<file path="src/rtl/pfgen_pkg.sv">
package pfgen_pkg;
  typedef enum logic [1:0] {
    VAR_D_SP = 2'd0,
    VAR_Q_SP = 2'd1,
    VAR_D_DP = 2'd2,
    VAR_Q_DP = 2'd3
  } pf_variant_e;

  localparam logic [1:0] LEVEL_L2 = 2'd2;
  localparam int DWORD_W = 32;
  localparam int QWORD_W = 64;
endpackage

</file>
<file path="src/rtl/pfgen_lane_pick.sv">
module pfgen_lane_pick #(
  parameter int LANES  = 16,
  parameter int LANE_W = $clog2(LANES)
) (
  input  logic [LANES-1:0]  pend,
  output logic [LANE_W-1:0] idx
);
  always_comb begin
    idx = '0;
    for (int i = LANES - 1; i >= 0; i--) begin
      if (pend[i]) idx = LANE_W'(i);
    end
  end
endmodule

</file>
<file path="src/rtl/pfgen_addr_calc.sv">
module pfgen_addr_calc
  import pfgen_pkg::*;
#(
  parameter int LANES  = 16,
  parameter int LANE_W = $clog2(LANES),
  parameter int ADDR_W = 64,
  parameter int DISP_W = 32,
  localparam int IDX_BITS = LANES * DWORD_W,
  localparam int QLANES   = IDX_BITS / QWORD_W
) (
  input  logic [ADDR_W-1:0]   base,
  input  logic [IDX_BITS-1:0] idx_vec,
  input  logic [1:0]          scale,
  input  logic [DISP_W-1:0]   disp,
  input  pf_variant_e         variant,
  input  logic [LANE_W-1:0]   lane,
  output logic [ADDR_W-1:0]   addr
);
  logic [DWORD_W-1:0] dw_arr [LANES];
  logic [QWORD_W-1:0] qw_arr [QLANES];

  for (genvar g = 0; g < LANES; g++) begin : g_dw
    assign dw_arr[g] = idx_vec[g*DWORD_W +: DWORD_W];
  end
  for (genvar g = 0; g < QLANES; g++) begin : g_qw
    assign qw_arr[g] = idx_vec[g*QWORD_W +: QWORD_W];
  end

  logic [DWORD_W-1:0] dw_sel;
  logic [ADDR_W-1:0]  idx_ext, scaled, disp_ext;

  always_comb begin
    dw_sel = dw_arr[lane];
    if (variant == VAR_Q_SP || variant == VAR_Q_DP)
      idx_ext = ADDR_W'(qw_arr[lane[LANE_W-2:0]]);
    else
      idx_ext = {{(ADDR_W-DWORD_W){dw_sel[DWORD_W-1]}}, dw_sel};
    scaled   = idx_ext << scale;
    disp_ext = {{(ADDR_W-DISP_W){disp[DISP_W-1]}}, disp};
    addr     = base + scaled + disp_ext;
  end
endmodule

</file>
<file path="src/rtl/vidx_prefetch_agu.sv">
module vidx_prefetch_agu
  import pfgen_pkg::*;
#(
  parameter int LANES  = 16,
  parameter int ADDR_W = 64,
  parameter int DISP_W = 32,
  localparam int LANE_W   = $clog2(LANES),
  localparam int IDX_BITS = LANES * DWORD_W
) (
  input  logic                clk,
  input  logic                rst_n,
  input  logic                cmd_valid,
  output logic                cmd_ready,
  input  logic [1:0]          cmd_variant,
  input  logic [ADDR_W-1:0]   cmd_base,
  input  logic [IDX_BITS-1:0] cmd_index,
  input  logic [1:0]          cmd_scale,
  input  logic [DISP_W-1:0]   cmd_disp,
  input  logic [LANES-1:0]    cmd_mask,
  input  logic                cmd_addr16,
  input  logic                cmd_no_sib,
  output logic                req_valid,
  input  logic                req_ready,
  output logic [ADDR_W-1:0]   req_addr,
  output logic [LANE_W-1:0]   req_lane,
  output logic [1:0]          req_level,
  output logic                req_rfo,
  output logic                done,
  output logic                undef
);
  localparam logic [LANES-1:0] HALF_EN = {{(LANES/2){1'b0}}, {(LANES/2){1'b1}}};

  logic                busy_q, done_q, undef_q;
  logic [LANES-1:0]    pend_q, pend_nxt, lane_en, cmd_act;
  logic [ADDR_W-1:0]   base_q;
  logic [IDX_BITS-1:0] idx_q;
  logic [1:0]          scale_q;
  logic [DISP_W-1:0]   disp_q;
  pf_variant_e         var_q;
  logic [LANE_W-1:0]   pick;
  logic                accept, illegal;

  assign accept  = cmd_valid && !busy_q;
  assign illegal = cmd_addr16 || cmd_no_sib;
  assign lane_en = (pf_variant_e'(cmd_variant) == VAR_D_SP) ? '1 : HALF_EN;
  assign cmd_act = cmd_mask & lane_en;

  pfgen_lane_pick #(.LANES(LANES), .LANE_W(LANE_W)) u_pick (
    .pend (pend_q),
    .idx  (pick)
  );

  pfgen_addr_calc #(.LANES(LANES), .LANE_W(LANE_W), .ADDR_W(ADDR_W), .DISP_W(DISP_W)) u_calc (
    .base    (base_q),
    .idx_vec (idx_q),
    .scale   (scale_q),
    .disp    (disp_q),
    .variant (var_q),
    .lane    (pick),
    .addr    (req_addr)
  );

  assign pend_nxt = pend_q & ~(LANES'(1) << pick);

  always_ff @(posedge clk) begin
    if (!rst_n) begin
      busy_q  <= 1'b0;
      done_q  <= 1'b0;
      undef_q <= 1'b0;
      pend_q  <= '0;
      base_q  <= '0;
      idx_q   <= '0;
      scale_q <= '0;
      disp_q  <= '0;
      var_q   <= VAR_D_SP;
    end else begin
      done_q  <= 1'b0;
      undef_q <= 1'b0;
      if (accept) begin
        base_q  <= cmd_base;
        idx_q   <= cmd_index;
        scale_q <= cmd_scale;
        disp_q  <= cmd_disp;
        var_q   <= pf_variant_e'(cmd_variant);
        if (illegal) begin
          undef_q <= 1'b1;
        end else if (cmd_act == '0) begin
          done_q <= 1'b1;
        end else begin
          busy_q <= 1'b1;
          pend_q <= cmd_act;
        end
      end else if (busy_q && req_ready) begin
        pend_q <= pend_nxt;
        if (pend_nxt == '0) begin
          busy_q <= 1'b0;
          done_q <= 1'b1;
        end
      end
    end
  end

  assign cmd_ready = !busy_q;
  assign req_valid = busy_q;
  assign req_lane  = pick;
  assign req_level = LEVEL_L2;
  assign req_rfo   = 1'b0;
  assign done      = done_q;
  assign undef     = undef_q;
endmodule

</file>
<file path="config.mk">
export PLATFORM = sky130hd
export DESIGN_NAME = vidx_prefetch_agu
export DESIGN_NICKNAME = d
export VERILOG_FILES = /design/src/rtl/pfgen_pkg.sv /design/src/rtl/pfgen_lane_pick.sv /design/src/rtl/pfgen_addr_calc.sv /design/src/rtl/vidx_prefetch_agu.sv
export SDC_FILE = /design/constraint.sdc
export NUM_CORES = 2
export LEC_CHECK = 0
export BUFFER_PORTS_ARGS = -buffer_cell sky130_fd_sc_hd__buf_2
export CORE_MARGIN = 2
export CORE_UTILIZATION = 40
export DETAILED_ROUTE_END_ITERATION = 16
export RECOVER_POWER = 25
export SETUP_SLACK_MARGIN = 0.3
export SLEW_MARGIN = 0
export SYNTH_ARGS = -nofsm -noshare
export SYNTH_HDL_FRONTEND = slang
export SYNTH_SLANG_ARGS = --single-unit
</file>
<file path="constraint.sdc">
create_clock -name clk -period 8 [get_ports clk]
set_input_delay 1.6 -clock clk [delete_from_list [all_inputs] [get_ports clk]]
set_output_delay 1.6 -clock clk [all_outputs]
set_load 0.02 [all_outputs]
</file>
==> flow_metrics.tcl <==
set metrics [dict create \
    synthFlopType "dfxtp_1" \
    final_max_slew_viol_count 236 \
    min-delay-path-class "flip-flop to flip-flop" \
    crit_required_ns 6.40 \
    power_density_mw_per_mm2 249 \
    rsz0062_at_grt "true" \
    syn_area_mm2 0.0389 \
    netSwitchingFraction_pct 39.9 \
    synth_area_leaders "dfxtp_1 (32%), nand2_1 (18%), a21boi_0 (12%)" \
    synth.distinct_cells 85 \
    synth.avg_cell_area_um2 7.52 \
    gp_congestion 1.08 \
    grt_pass1_wl_mm 298 \
    core_region_area_mm2 0.0964 \
    routed_via_density 5.81 \
    final_antenna_net_count 0 \
    fillCellCount 9346 \
    cp_max_fo 12 \
    seqPwrFrac_pct 27.1 \
    cap_violations 3 \
    tightestPinTransition_ns 4.08 \
    multi_input_area_mm2 0.0265 \
    synthArstFlopShare_pct 0 \
    die_h_um 316 \
    vias 44300 \
    netSwitchingPower_mw 5.34 \
    min_period_over_period_pct 110 \
    firstDrtPassIters 7 \
    hold_viol_final 0 \
    critPathMaxStageDelay_ns 0.49 \
    htree_levels 3 \
    grt_pass1_vias 41500 \
    crit_type "flip-flop to output port" \
    postCtsHoldBufs 0 \
    synthCells 5171 \
    syn_to_final_growth_pct 38.3 \
    synth_largest_area_cell "dfxtp_1" \
    ys_seq_area_share_pct 32.5 \
    violations "max-capacitance violations, max-slew violations, negative setup slack" \
    ff_latch_area_mm2 0.0126 \
    arrival_ns 7.18 \
    fin_hold_ws_ns 0.471 \
    synth_top_area_share_pct 32.5 \
    initialDrtViolationCount 5056 \
    power_frac_comb_pct 46.3 \
    grt_max_degree 253 \
    numPortBuffers 705 \
    dpl_cell_area_mm2 0.0479 \
    cts_tree "built" \
    grtUsageTotal_pct 41.7 \
    dieArea_mm2 0.0997 \
    cts_buffer_depth 3 \
    overflow 0 \
    wl_per_cell_um 28.6 \
    setup_ws_ns -0.777 \
    vdd_drop_max_mv 0.179 \
    clk_latency_ns 0.66 \
    cts.sinks 630 \
    start_util_pct 40.3 \
    antenna_found_initial 11 \
    p_int_mw 8.07 \
    synth-seq-cells 630 \
    die_w_um 316 \
    fmax_mhz 114 \
    finClkSkew_ns 0.0261 \
    period_needed_ns 8.78 \
    cts-root-buf "clkbuf_16" \
    clk_pin_slew_ns 0.06 \
    cts_buffers 72 \
    ioPinCount 709 \
    drc 0 \
    stdcell_area_mm2 0.0538 \
    finalWirelength_mm 218 \
    dp_hpwl_mm 174 \
    final_layout_size_suffix_gt1_share_pct 30.4 \
    crit_path_end_kind "output port" \
    nNetsFinal 7039 \
    ys_warn_count 0 \
    slowest_stage "a222oi_1" \
    outcome "finished with violations" \
    critPathLaunchType "flip-flop" \
    p_clk_share_pct 26.6 \
    slew_headroom_pct -172 \
    num_rows 114 \
    leakage_nw 22.8 \
    report.final.setup_viol 43 \
    synth_edf_count 0 \
]
==> final cells by class <==
class / count / share of cell area [%]
Inverter: 37 / 0.319
Antenna cell: 11 / 0.0512
Sequential cell: 630 / 23.5
Tap cell: 1276 / 2.97
Timing Repair inverter: 2 / 0.0512
Clock buffer: 91 / 3.64
Multi-Input combinational cell: 4082 / 49.3
Clock inverter: 40 / 1.06
Timing Repair Buffer: 1454 / 19.1
==> registers in the layout, summed over array words and instances (netlist names) <==
| register | count |
|---|---|
| idx_q | 512 |
| base_q | 64 |
| disp_q | 32 |
| pend_q | 16 |
| scale_q | 2 |
| done | 1 |
| req_valid | 1 |
| undef | 1 |
| var_q | 1 |
==> worst max-delay path, delay by kind of cell (launching register included) <==
kind	cells	cell delay [ns]
AO/OA/AOI/OAI	10	2.38
buffers and inverters	13	1.74
adder cells (fa/ha/maj)	2	0.77
AND/OR/NAND/NOR	5	0.74
flip-flops	1	0.36
multiplexers	1	0.34
XOR/XNOR	1	0.15
==> synth_stat cells, drive strengths merged (38+ instances only) <==
master and instances:
xnor2 38, a31oi 45, a211oi 59, a21oi 179, buf 134, fa 64, and3 48, o21ai 79
ha 62, a21boi 629, nand3 180, nor2 98, mux2i 221, clkbuf 289, nand2 1826, dfxtp 630
a21o 48
==> path summary, 6_finish.rpt <==
path | start | end | slack, ns | cells after the start
setup / recovery | pend_q[15] | req_addr[49] | -0.78 | 32
setup reg to reg | req_valid | idx_q[361] | 2.03 | 6
hold reg to reg | disp_q[0] | disp_q[0] | 0.47 | 2
hold / removal | disp_q[0] | disp_q[0] | 0.47 | 2
==> repair_timing <==
action                                  in CTS  in global routing
cloned                                       3                  6
pin swaps                                   98                 74
buffers inserted                            29                 33
endpoints found under the setup margin      56                 55
resized for setup                          282                267
==> cell families after synthesis <==
| logic type | count (synthesis) | synth area share [%] |
|---|---|---|
| buf+inv | 460 | 4.88 |
| mux | 253 | 6.82 |
| flops | 630 | 32.5 |
| compound gates | 1356 | 25.3 |
| fa+ha+maj | 126 | 5.29 |
| other cells | 2 | 0.0193 |
| simple gates | 2283 | 23.8 |
| xor+xnor | 61 | 1.37 |
==> power groups by stage <==
stage	clock, mW	combinational [mW]	sequential (mW)
finish	3.57	6.21	3.64
floorplan	0	2.65	3.51
global placement	0	5.16	3.69
detailed placement	0	5.16	3.69
CTS	3.60	5.60	3.62
global route	3.71	6.51	3.64
==> routing by layer <==
metal	share of wire, %	vias to the layer above	wire, µm	track usage, %
li1	-	20100	-	-
met1	42	21500	90400	54.9
met2	44	2168	96600	66.0
met3	8.0	502	17500	7.18
met4	6.0	6	13100	20.7
met5	0.021	-	46	0
==> stage by stage <==
step	power, mW	std cells	worst slack [ns]	utilization [%]	TNS (ns)
floorplan	6.15	5172	0.365	-	0
global placement	8.85	7410	-0.784	49.7	-15.91
detailed placement	8.85	7410	-0.731	49.7	-14.36
CTS	12.8	7573	-0.686	54.0	-18.60
global route	13.9	7617	-0.968	55.7	-29.38
finish	13.4	7623	-0.777	55.8	-21.36
==> cell usage in the layout (no fill, tap or decap), drive strengths merged, types with 62 or more instances in the layout <==
cell type,instances
clkbuf,102
mux2i,221
nand3,180
o21ai,79
nor2,98
buf,1441
a21oi,179
a21boi,629
fa,64
dfxtp,630
nand2,1826
ha,62
Note: power is estimated with default switching activity, not from simulation.
